$ cat src/rtl/csd_cap_pkg.sv
package csd_cap_pkg;

  typedef enum logic [1:0] {
    CAP_OK        = 2'd0,
    CAP_TOO_SMALL = 2'd1,
    CAP_TOO_LARGE = 2'd2
  } cap_err_e;

  typedef enum logic [1:0] {
    ST_IDLE  = 2'd0,
    ST_SHIFT = 2'd1,
    ST_FIN   = 2'd2
  } enc_state_e;

  typedef struct packed {
    logic [31:0] w3;
    logic [31:0] w2;
    logic [31:0] w1;
    logic [31:0] w0;
  } csd_words_t;

  localparam logic [31:0] HC_T3 = 32'h400E0032;
  localparam logic [31:0] HC_T2 = 32'h5B590000;
  localparam logic [31:0] HC_T1 = 32'h00007F80;
  localparam logic [31:0] HC_T0 = 32'h0A4040DF;

  localparam logic [31:0] SD_T3 = 32'h00260032;
  localparam logic [31:0] SD_T2 = 32'h5F5A8000;
  localparam logic [31:0] SD_T1 = 32'h3EF84FFF;
  localparam logic [31:0] SD_T0 = 32'h928040CB;

  // high-capacity: 22-bit block field split across words 2 and 1
  function automatic csd_words_t hc_fill(input logic [21:0] m);
    csd_words_t r;
    r.w3 = HC_T3;
    r.w2 = HC_T2 | {26'd0, m[21:16]};
    r.w1 = HC_T1 | {m[15:0], 16'd0};
    r.w0 = HC_T0;
    return r;
  endfunction

  // standard: 12-bit mantissa split across words 2 and 1, exponent at bit 15
  function automatic csd_words_t sd_fill(input logic [11:0] v, input logic [2:0] e);
    csd_words_t r;
    r.w3 = SD_T3;
    r.w2 = SD_T2 | {22'd0, v[11:2]};
    r.w1 = SD_T1 | {v[1:0], 30'd0} | {14'd0, e, 15'd0};
    r.w0 = SD_T0;
    return r;
  endfunction

endpackage

$ cat src/rtl/csd_range_shifter.sv
module csd_range_shifter #(
  parameter int KB_W     = 33,
  parameter int EXP_W    = 6,
  parameter int KB_LIMIT = 4096
) (
  input  logic             clk,
  input  logic             rst_n,
  input  logic             load,
  input  logic [KB_W-1:0]  load_kb,
  input  logic             step_en,
  output logic [KB_W-1:0]  kb,
  output logic [EXP_W-1:0] exp_cnt,
  output logic             fits
);

  localparam logic [KB_W-1:0] LIMIT = KB_W'(KB_LIMIT);

  logic do_step;

  assign fits    = (kb <= LIMIT);
  assign do_step = step_en && !fits;

  always_ff @(posedge clk) begin
    if (!rst_n) begin
      kb      <= '0;
      exp_cnt <= '0;
    end else if (load) begin
      kb      <= load_kb;
      exp_cnt <= '0;
    end else if (do_step) begin
      kb      <= kb >> 1;
      exp_cnt <= exp_cnt + 1'b1;
    end
  end

  // every shift taken raises the exponent by exactly one
  assert_exp_step_R5: assert property (@(posedge clk) disable iff (!rst_n)
    (step_en && !fits && !load) |=> (exp_cnt == $past(exp_cnt) + EXP_W'(1)));

  // a shift halves the value
  assert_kb_halves_R5: assert property (@(posedge clk) disable iff (!rst_n)
    (step_en && !fits && !load) |=> (kb == ($past(kb) >> 1)));

endmodule

$ cat src/rtl/csd_word_merge.sv
module csd_word_merge
  import csd_cap_pkg::*;
#(
  parameter int HB_W  = 24,
  parameter int KB_W  = 33,
  parameter int EXP_W = 6
) (
  input  logic             hc_sel,
  input  logic [HB_W-1:0]  blocks,
  input  logic [KB_W-1:0]  kb,
  input  logic [EXP_W-1:0] exp_cnt,
  output csd_words_t       words,
  output cap_err_e         err
);

  localparam int HC_FIELD_W = 22;
  localparam int MANT_W     = 12;

  logic [HB_W-1:0]  hc_m;
  logic             hc_ovf;
  logic [KB_W-1:0]  kb_m1;
  logic             mant_ovf;
  logic [EXP_W-1:0] exp_adj;
  logic             sd_small;
  logic             sd_large;

  assign hc_m     = blocks - HB_W'(1);
  assign hc_ovf   = |hc_m[HB_W-1:HC_FIELD_W];
  assign kb_m1    = kb - KB_W'(1);
  assign mant_ovf = |kb_m1[KB_W-1:MANT_W];
  assign exp_adj  = exp_cnt - EXP_W'(2);
  assign sd_small = (exp_cnt < EXP_W'(2));
  assign sd_large = (exp_adj > EXP_W'(7)) || mant_ovf;

  always_comb begin
    words = '0;
    err   = CAP_OK;
    if (hc_sel) begin
      if (hc_ovf) err = CAP_TOO_LARGE;
      else        words = hc_fill(hc_m[HC_FIELD_W-1:0]);
    end else begin
      if (sd_small)      err = CAP_TOO_SMALL;
      else if (sd_large) err = CAP_TOO_LARGE;
      else               words = sd_fill(kb_m1[MANT_W-1:0], exp_adj[2:0]);
    end
  end

endmodule

$ cat src/rtl/csd_cap_encoder.sv
module csd_cap_encoder
  import csd_cap_pkg::*;
#(
  parameter int    SECT_W   = 34,
  parameter int    EXP_W    = 6,
  parameter int    KB_LIMIT = 4096,
  parameter longint HC_BYTES = 64'd2147483648
) (
  input  logic              clk,
  input  logic              rst_n,
  input  logic              start,
  input  logic [SECT_W-1:0] sector_count,
  output logic              busy,
  output logic              done,
  output logic              hc_flag,
  output logic [1:0]        err,
  output logic [31:0]       resp_w0,
  output logic [31:0]       resp_w1,
  output logic [31:0]       resp_w2,
  output logic [31:0]       resp_w3
);

  localparam int KB_W = SECT_W - 1;
  localparam int HB_W = SECT_W - 10;
  localparam logic [SECT_W-1:0] HC_LIM = SECT_W'(HC_BYTES / 512);

  enc_state_e       st;
  logic             hc_r;
  logic [HB_W-1:0]  blocks_r;
  logic             done_r;
  logic             hc_flag_r;
  cap_err_e         err_r;
  csd_words_t       words_r;

  // named internal events
  logic             accept_start;
  logic             shift_phase;
  logic             finish_phase;
  logic             is_hc;
  logic [KB_W-1:0]  kb;
  logic [EXP_W-1:0] exp_cnt;
  logic             kb_fits;
  csd_words_t       merged;
  cap_err_e         merged_err;

  assign accept_start = (st == ST_IDLE) && start;
  assign shift_phase  = (st == ST_SHIFT);
  assign finish_phase = (st == ST_FIN);
  assign is_hc        = (sector_count > HC_LIM);

  csd_range_shifter #(
    .KB_W(KB_W), .EXP_W(EXP_W), .KB_LIMIT(KB_LIMIT)
  ) u_shift (
    .clk     (clk),
    .rst_n   (rst_n),
    .load    (accept_start),
    .load_kb (sector_count[SECT_W-1:1]),
    .step_en (shift_phase),
    .kb      (kb),
    .exp_cnt (exp_cnt),
    .fits    (kb_fits)
  );

  csd_word_merge #(
    .HB_W(HB_W), .KB_W(KB_W), .EXP_W(EXP_W)
  ) u_merge (
    .hc_sel  (hc_r),
    .blocks  (blocks_r),
    .kb      (kb),
    .exp_cnt (exp_cnt),
    .words   (merged),
    .err     (merged_err)
  );

  always_ff @(posedge clk) begin
    if (!rst_n) begin
      st        <= ST_IDLE;
      hc_r      <= 1'b0;
      blocks_r  <= '0;
      done_r    <= 1'b0;
      hc_flag_r <= 1'b0;
      err_r     <= CAP_OK;
      words_r   <= '0;
    end else begin
      done_r <= 1'b0;
      case (st)
        ST_IDLE: begin
          if (start) begin
            hc_r     <= is_hc;
            blocks_r <= sector_count[SECT_W-1:10];
            st       <= is_hc ? ST_FIN : ST_SHIFT;
          end
        end
        ST_SHIFT: begin
          if (kb_fits) st <= ST_FIN;
        end
        ST_FIN: begin
          words_r   <= merged;
          err_r     <= merged_err;
          hc_flag_r <= hc_r;
          done_r    <= 1'b1;
          st        <= ST_IDLE;
        end
        default: st <= ST_IDLE;
      endcase
    end
  end

  assign busy    = (st != ST_IDLE);
  assign done    = done_r;
  assign hc_flag = hc_flag_r;
  assign err     = err_r;
  assign resp_w0 = words_r.w0;
  assign resp_w1 = words_r.w1;
  assign resp_w2 = words_r.w2;
  assign resp_w3 = words_r.w3;

  // done is a single-cycle pulse
  assert_done_pulse_R7: assert property (@(posedge clk) disable iff (!rst_n)
    done |=> !done);

  // the end of a busy period coincides with done
  assert_busy_end_R7: assert property (@(posedge clk) disable iff (!rst_n)
    $fell(busy) |-> done);

  // results hold outside the done cycle
  assert_hold_R9: assert property (@(posedge clk) disable iff (!rst_n)
    !done |-> $stable({resp_w3, resp_w2, resp_w1, resp_w0, err, hc_flag}));

  // an error result carries all-zero words
  assert_err_zero_R6: assert property (@(posedge clk) disable iff (!rst_n)
    (done && (err != 2'b00)) |-> ((resp_w3 | resp_w2 | resp_w1 | resp_w0) == 32'd0));

  // a start during a run does not disturb the captured size
  assert_ignore_R8: assert property (@(posedge clk) disable iff (!rst_n)
    (busy && start) |=> $stable(blocks_r));

  // the standard path only finishes once the value fits
  assert_fit_at_fin_R5: assert property (@(posedge clk) disable iff (!rst_n)
    (finish_phase && !hc_r) |-> kb_fits);

  // high-capacity runs never go through the shift phase
  assert_hc_no_shift_R2: assert property (@(posedge clk) disable iff (!rst_n)
    (accept_start && is_hc) |=> finish_phase);

endmodule

$ cat config.mk
export PLATFORM = sky130hd
export DESIGN_NAME = csd_cap_encoder
export DESIGN_NICKNAME = d
export VERILOG_FILES = /design/src/rtl/csd_cap_pkg.sv /design/src/rtl/csd_range_shifter.sv /design/src/rtl/csd_word_merge.sv /design/src/rtl/csd_cap_encoder.sv
export SDC_FILE = /design/constraint.sdc
export NUM_CORES = 1
export LEC_CHECK = 0
export ABC_AREA = 1
export BUFFER_PORTS_ARGS = -buffer_cell sky130_fd_sc_hd__buf_2
export CAP_MARGIN = 20
export CORE_MARGIN = 3
export CORE_UTILIZATION = 40
export DETAILED_ROUTE_END_ITERATION = 10
export PLACE_DENSITY = 0.67
export SLEW_MARGIN = 20
export SYNTH_ARGS = -nofsm -noshare
export SYNTH_HDL_FRONTEND = slang
export SYNTH_SLANG_ARGS = --single-unit
$ cat constraint.sdc
create_clock -name clk -period 2.4 [get_ports clk]
set_clock_uncertainty 0.1 [all_clocks]
set_input_delay 0 -clock clk [delete_from_list [all_inputs] [get_ports clk]]
set_output_delay 0 -clock clk [all_outputs]
set_load 0.02 [all_outputs]
* Word level (Yosys, flattened, before mapping)
Index checks and enable logic that the tools add are counted.
** Storage, ports and cells
- Bits in registers :: 198
- Latch bits :: 0
- Memory bits (writable) :: 0
- ROM bits :: 0
- Bits of input ports :: 37
- Output and inout port bits :: 133
- Logic and storage cells :: 53
- Memories kept :: 0
** Operators by class
- Add/subtract/negate cells :: 4
- $mul :: 0
- Divide/modulo/power cells :: 0
- Magnitude comparators :: 4
- Equality and inequality tests :: 4
- Shift-type cells :: 0
- Mux-type cells :: 15
- Bitwise gates (word level) :: 2
- Reduce and logical (&&, ||, !) cells :: 12
** Operators with widths (number)
- 128-bit two-way mux :: 2
- 127-bit two-way mux :: 1
- 118-bit two-way mux :: 1
- 33-bit two-way mux :: 2
- 34-bit by 23-bit > comparator with 1-bit output (second input constant) :: 1
- 33-bit by 13-bit <= comparator with 1-bit output (second input constant) :: 1
- 33-bit by 1-bit subtractor with 33-bit output (second input constant) :: 1
- 32-bit by 18-bit OR with 32-bit output :: 1
- 24-bit by 1-bit subtractor with 24-bit output (second input constant) :: 1
- 21-bit OR reduction :: 1
- 2-bit two-way mux :: 7
- 6-bit by 1-bit adder with 6-bit output (second input constant) :: 1
- 6-bit by 3-bit > comparator with 1-bit output (second input constant) :: 1
- 6-bit by 2-bit < comparator with 1-bit output (second input constant) :: 1
- 6-bit by 2-bit subtractor with 6-bit output (second input constant) :: 1
- 2-bit != test (second input constant) :: 2
- 2-bit one-hot mux with 2 select lines :: 1
- 2-bit AND reduction :: 2
- 2-bit nonzero test :: 2
- 2-bit OR reduction :: 2
- 2-bit by 1-bit equality test with 1-bit output (second input constant) :: 1
- 2-bit equality test (second input constant) :: 1
- 1-bit logical AND :: 2
- 2-bit zero test :: 1
- 4 further kinds :: 4

* Depth between registers and ports, before layout
- Depth after elaboration :: 6
- Mapped depth :: 17
- Depth with buffers taken out :: 17

* Hierarchy
A second synthesis with hierarchy kept.
** Second synthesis, totals
- Cells, all modules :: 1536
- Area, all modules :: 10543.9 µm²
** By module, submodules not included
- csd_cap_encoder :: instances 1, cells each 731, area an instance 5660.4 µm², sequential area each 3183.1 µm²
- csd_word_merge :: instances 1, cells each 476, area an instance 2731.4 µm², sequential area each 0.0 µm²
- csd_range_shifter :: instances 1, cells each 329, area an instance 2152.1 µm², sequential area each 780.7 µm²

* Least setup slack after synthesis
Ideal clock, no wire load.
- Path type :: register -> register
- From :: register u_shift.kb[0]
- To :: register words_r, in the netlist resp_w1[17]
- Setup time :: 0.058 ns
- Arrival :: 1.942 ns
- Required time :: 2.242 ns
- Slack :: 0.300 ns
- Cell stages (with the launch flop) :: 16
- Buffers on the path :: 0
- Clock period less this slack :: 2.100 ns
- Path through :: dfxtp_1 inv_1 ha_1 nand2_4 nor2_4 nand2_1 nor2_1 xnor2_1 nand2_1 nor2_1 nand2_1 nor2_8 nand2_4 nor2_1 nand2_1 nand2_1
** Between the ends
- Cells in the longest elaborated chain, start to end :: 6
** Ends and longest elaborated chain
- start, declared :: RTL line csd_range_shifter.sv:11 : output logic [KB_W-1:0] kb,
- start signal, assigned :: RTL line csd_range_shifter.sv:28 : kb <= load_kb;
- start signal, assigned :: RTL line csd_range_shifter.sv:31 : kb <= kb >> 1;
- 33-bit by 1-bit subtractor with 33-bit output :: RTL line csd_word_merge.sv:29 : assign kb_m1 = kb - KB_W'(1);
- 21-bit OR reduction :: RTL line csd_word_merge.sv:30 : assign mant_ovf = |kb_m1[KB_W-1:MANT_W];
- 1-bit logical OR :: RTL line csd_word_merge.sv:33 : assign sd_large = (exp_adj > EXP_W'(7)) || mant_ovf;
- 118-bit two-way mux :: RTL line csd_word_merge.sv:43 : else if (sd_large) err = CAP_TOO_LARGE;
- 128-bit two-way mux :: RTL line csd_word_merge.sv:42 : if (sd_small) err = CAP_TOO_SMALL;
- 128-bit two-way mux :: RTL line csd_word_merge.sv:38 : if (hc_sel) begin
- end signal, assigned :: RTL line csd_cap_encoder.sv:98 : words_r <= merged;
- end, declared :: RTL line csd_cap_encoder.sv:33 : csd_words_t words_r;
No other way between the ends.
A chain may end at the register's enable or synchronous reset.

* Worst setup path in the final report
- From :: register u_shift.kb[14]
- To :: register words_r, in the netlist resp_w2[3]
Same word-level chain as after synthesis.

==> impl_results.md <==
* Syn-to-layout area delta at 25.9%
* Fraction of registers with async set/reset at 0
* Initial antenna violation count at 0
* YS warnings at 0
* Gpl congestion at 1.02
* Max layer used: met4
* Post-placement cell area at 7220 um2
* Yosys reg bits at 100
* Vias in the first global route at 5964
* Post-DR wirelength/cell at 15.8 um
* Relative slew slack at 0.515
* Hold Path Class: input port to flip-flop
* Tmin final at 2380 ps
* Tot GR Track Use at 0.227
* Syn Std Cell Area at 6530 um2
* Share of cells above drive strength 1 at 0.285
* Crit end category: flip-flop
* DRC violations left at 0
* Maximum clock path buffer count at 2
* Largest delay share family, worst path: simple AND/OR/NAND/NOR gates
* Ports at 170
* Hold Violations, Final at 0
* Post-synth top area share at 0.306
* First-pass GRT wire length at 32100 um
* Pre-antenna DRT Iters at 7
* Critical Path RT at 2590 ps
* ANT nets after route at 0
* CP cell instances: nor2_2 > buf_4 > nand2_2 > nor2_4 > nand3_2 > nand2_1 > nand2_1 > nor2_1 > nand2_1 > nor2_2 > nand2_4 > buf_12 > nor2_4 > nand3_1 > a21oi_1
* WL met1 at 9780 um
* Sinks on Clock Net at 100
* Design Area, Final at 8230 um2
* Commonest non-fill, non-tap cell in the layout: nand2_1
* DIE WIDTH at 134 um
* Worst slew pin tran at 725 ps
* Largest cells by area after synthesis: dfxtp_1, nand2_1, buf_4, nor2_1, inv_1
* WL met3 at 1540 um
* Clk root buf: clkbuf_16
* Maximum vdd drop at 0.000408 V
* Most common cell on crit path: nand2_1
* Worst-path clk slew at 70 ps
* Overall power at 0.00494 W
* Crit path max fanout at 5
* Gr ovfl total at 0
* Drt total wl at 21500 um
* Die ar. at 17900 um2
* Finished Core Util at 0.516
* # Max-Cap Violations at 0
* CTS buffer count at 9
* Count of different cell masters after synthesis at 42
* Slew Limit Fails at 0
* Setup slack, reg-to-reg at 20 ps
* Num rows at 46
* Status: complete, no violations
* Worst path slowest cell: dfxtp_1
* Syn Inst Count at 980
* Post-Syn Area per Cell at 6.67 um2
* Pwr/cell area at 601 nW/um2
* TritonCTS clock tree: yes
* Startpoint Class: flip-flop
* Placeable core area at 15900 um2
* Commonest non-fill, non-tap cells in the layout: nand2_1, buf_2, nor2_1
* Data arrival time of the critical path at 2570 ps
* Final period util at 0.991
* Sequential share of the synthesized area at 0.306
* Post-DP HPWL at 16300 um
* Final setup violation count at 0
* Buffers & Inverters on Critical Path at 2
* Vias per cell at 5.00
* DR vias at 6789
* Leakage at 3.98 nW
* EDFF count, synth at 0
* Crit Path Class: flip-flop to flip-flop
* Synth area leader: dfxtp_1
* Max Freq at 0.420 GHz
* Clk_lat worst skew at 360 ps
* WL met2 at 9660 um
* H-tree depth at 3
* Slowest Stage Delay on Critical Path at 390 ps
* Final #Nets at 1183
* Ant. Diodes at 0
* Pin count of the biggest net entering global routing at 37
* 1st-iter DRT viols at 647
* Initial cell density of the core at 0.410
* IO Port Bufs at 117
* Top_reg_cell synth: dfxtp_1
* Die Ht at 134 um
[per-layer routing]
metal  vias up  GRT usage
met5         -          0
met4         0     0.0657
met3        37     0.0413
met2       294      0.345
met1      3108      0.330
li1       3350          -
[through the flow]
step	setup slack [ps]	hold slack (ps)	std cells	TNS, ps
after floorplan	300	38.4	1031	0
after global placement	37.7	239	1299	0
after detailed placement	56.2	245	1299	0
after CTS	36.3	3.26	1346	0
after global routing	-81.8	94.6	1359	-386
final	20.6	16.3	1359	0
[state kept, by name, indices dropped and copies added, names as in the netlist]
name,flops
blocks_r,24
done,1
err,2
hc_flag,1
hc_r,1
resp_w1,20
resp_w2,10
st,2
u_shift.exp_cnt,6
u_shift.kb,33
[report_power, final]
| part | switching [W] | total [W] | leakage, nW | internal (W) |
|---|---|---|---|---|
| Clock | 0.000709 | 0.00153 | 0.144 | 0.000817 |
| Sequential | 0.000103 | 0.00186 | 0.824 | 0.00175 |
| Combinational | 0.00101 | 0.00156 | 3.01 | 0.000552 |
| Total | 0.00182 | 0.00494 | 3.98 | 0.00312 |
[worst register-to-register path: stages, from the launching register on]
cell	delay, ps
dfxtp_1	390
nor2_2	170
buf_4	130
nand2_2	90
nor2_4	150
nand3_2	110
nand2_1	70
nand2_1	80
nor2_1	150
nand2_1	80
nor2_2	120
nand2_4	100
buf_12	140
nor2_4	140
nand3_1	130
a21oi_1	160
[cells by family after synthesis]
kind of cell,Yosys count,share of synthesized area
adder cells (fa/ha/maj),7,0.0134
AO/OA/AOI/OAI,136,0.123
flip-flops,100,0.306
XOR/XNOR,27,0.0362
buffers and inverters,231,0.190
AND/OR/NAND/NOR,478,0.330
other,1,0.000574
[repair_timing]
action,CTS,global route
hold endpoints to repair,60,0
setup endpoints to repair,0,29
setup buffers,0,11
gates resized for setup,0,94
hold buffers,32,0
[path summary, 6_finish.rpt]
path	startpoint	to	cells after the start
setup / recovery	u_shift.kb[14]	resp_w2[3]	15
hold / removal	sector_count[5]	u_shift.kb[4]	5
setup reg to reg	u_shift.kb[14]	resp_w2[3]	15
hold reg to reg	resp_w1[28]	resp_w1[28]	2
[layout make-up]
class                           count  area (um2)
Clock buffer                        9         225
Clock inverter                      6        71.3
Fill cell                        1593        7710
Inverter                          102         383
Multi-Input combinational cell    701        3730
Sequential cell                   100        2020
Tap cell                          216         270
Timing Repair Buffer              225        1520
[cells in the mapped netlist (all sizes together), types with 4 or more instances]
cell type    n
nor4         8
ha           7
nand3       60
nor2       146
dfxtp      100
clkbuf      20
buf        109
nand3b       4
a21oi       26
o22ai       22
inv        100
nand4       21
xor2        24
a31oi       23
nor3        11
nand2      223
a211oi      16
o21ai       42
Power figures use the tool's default switching activity.
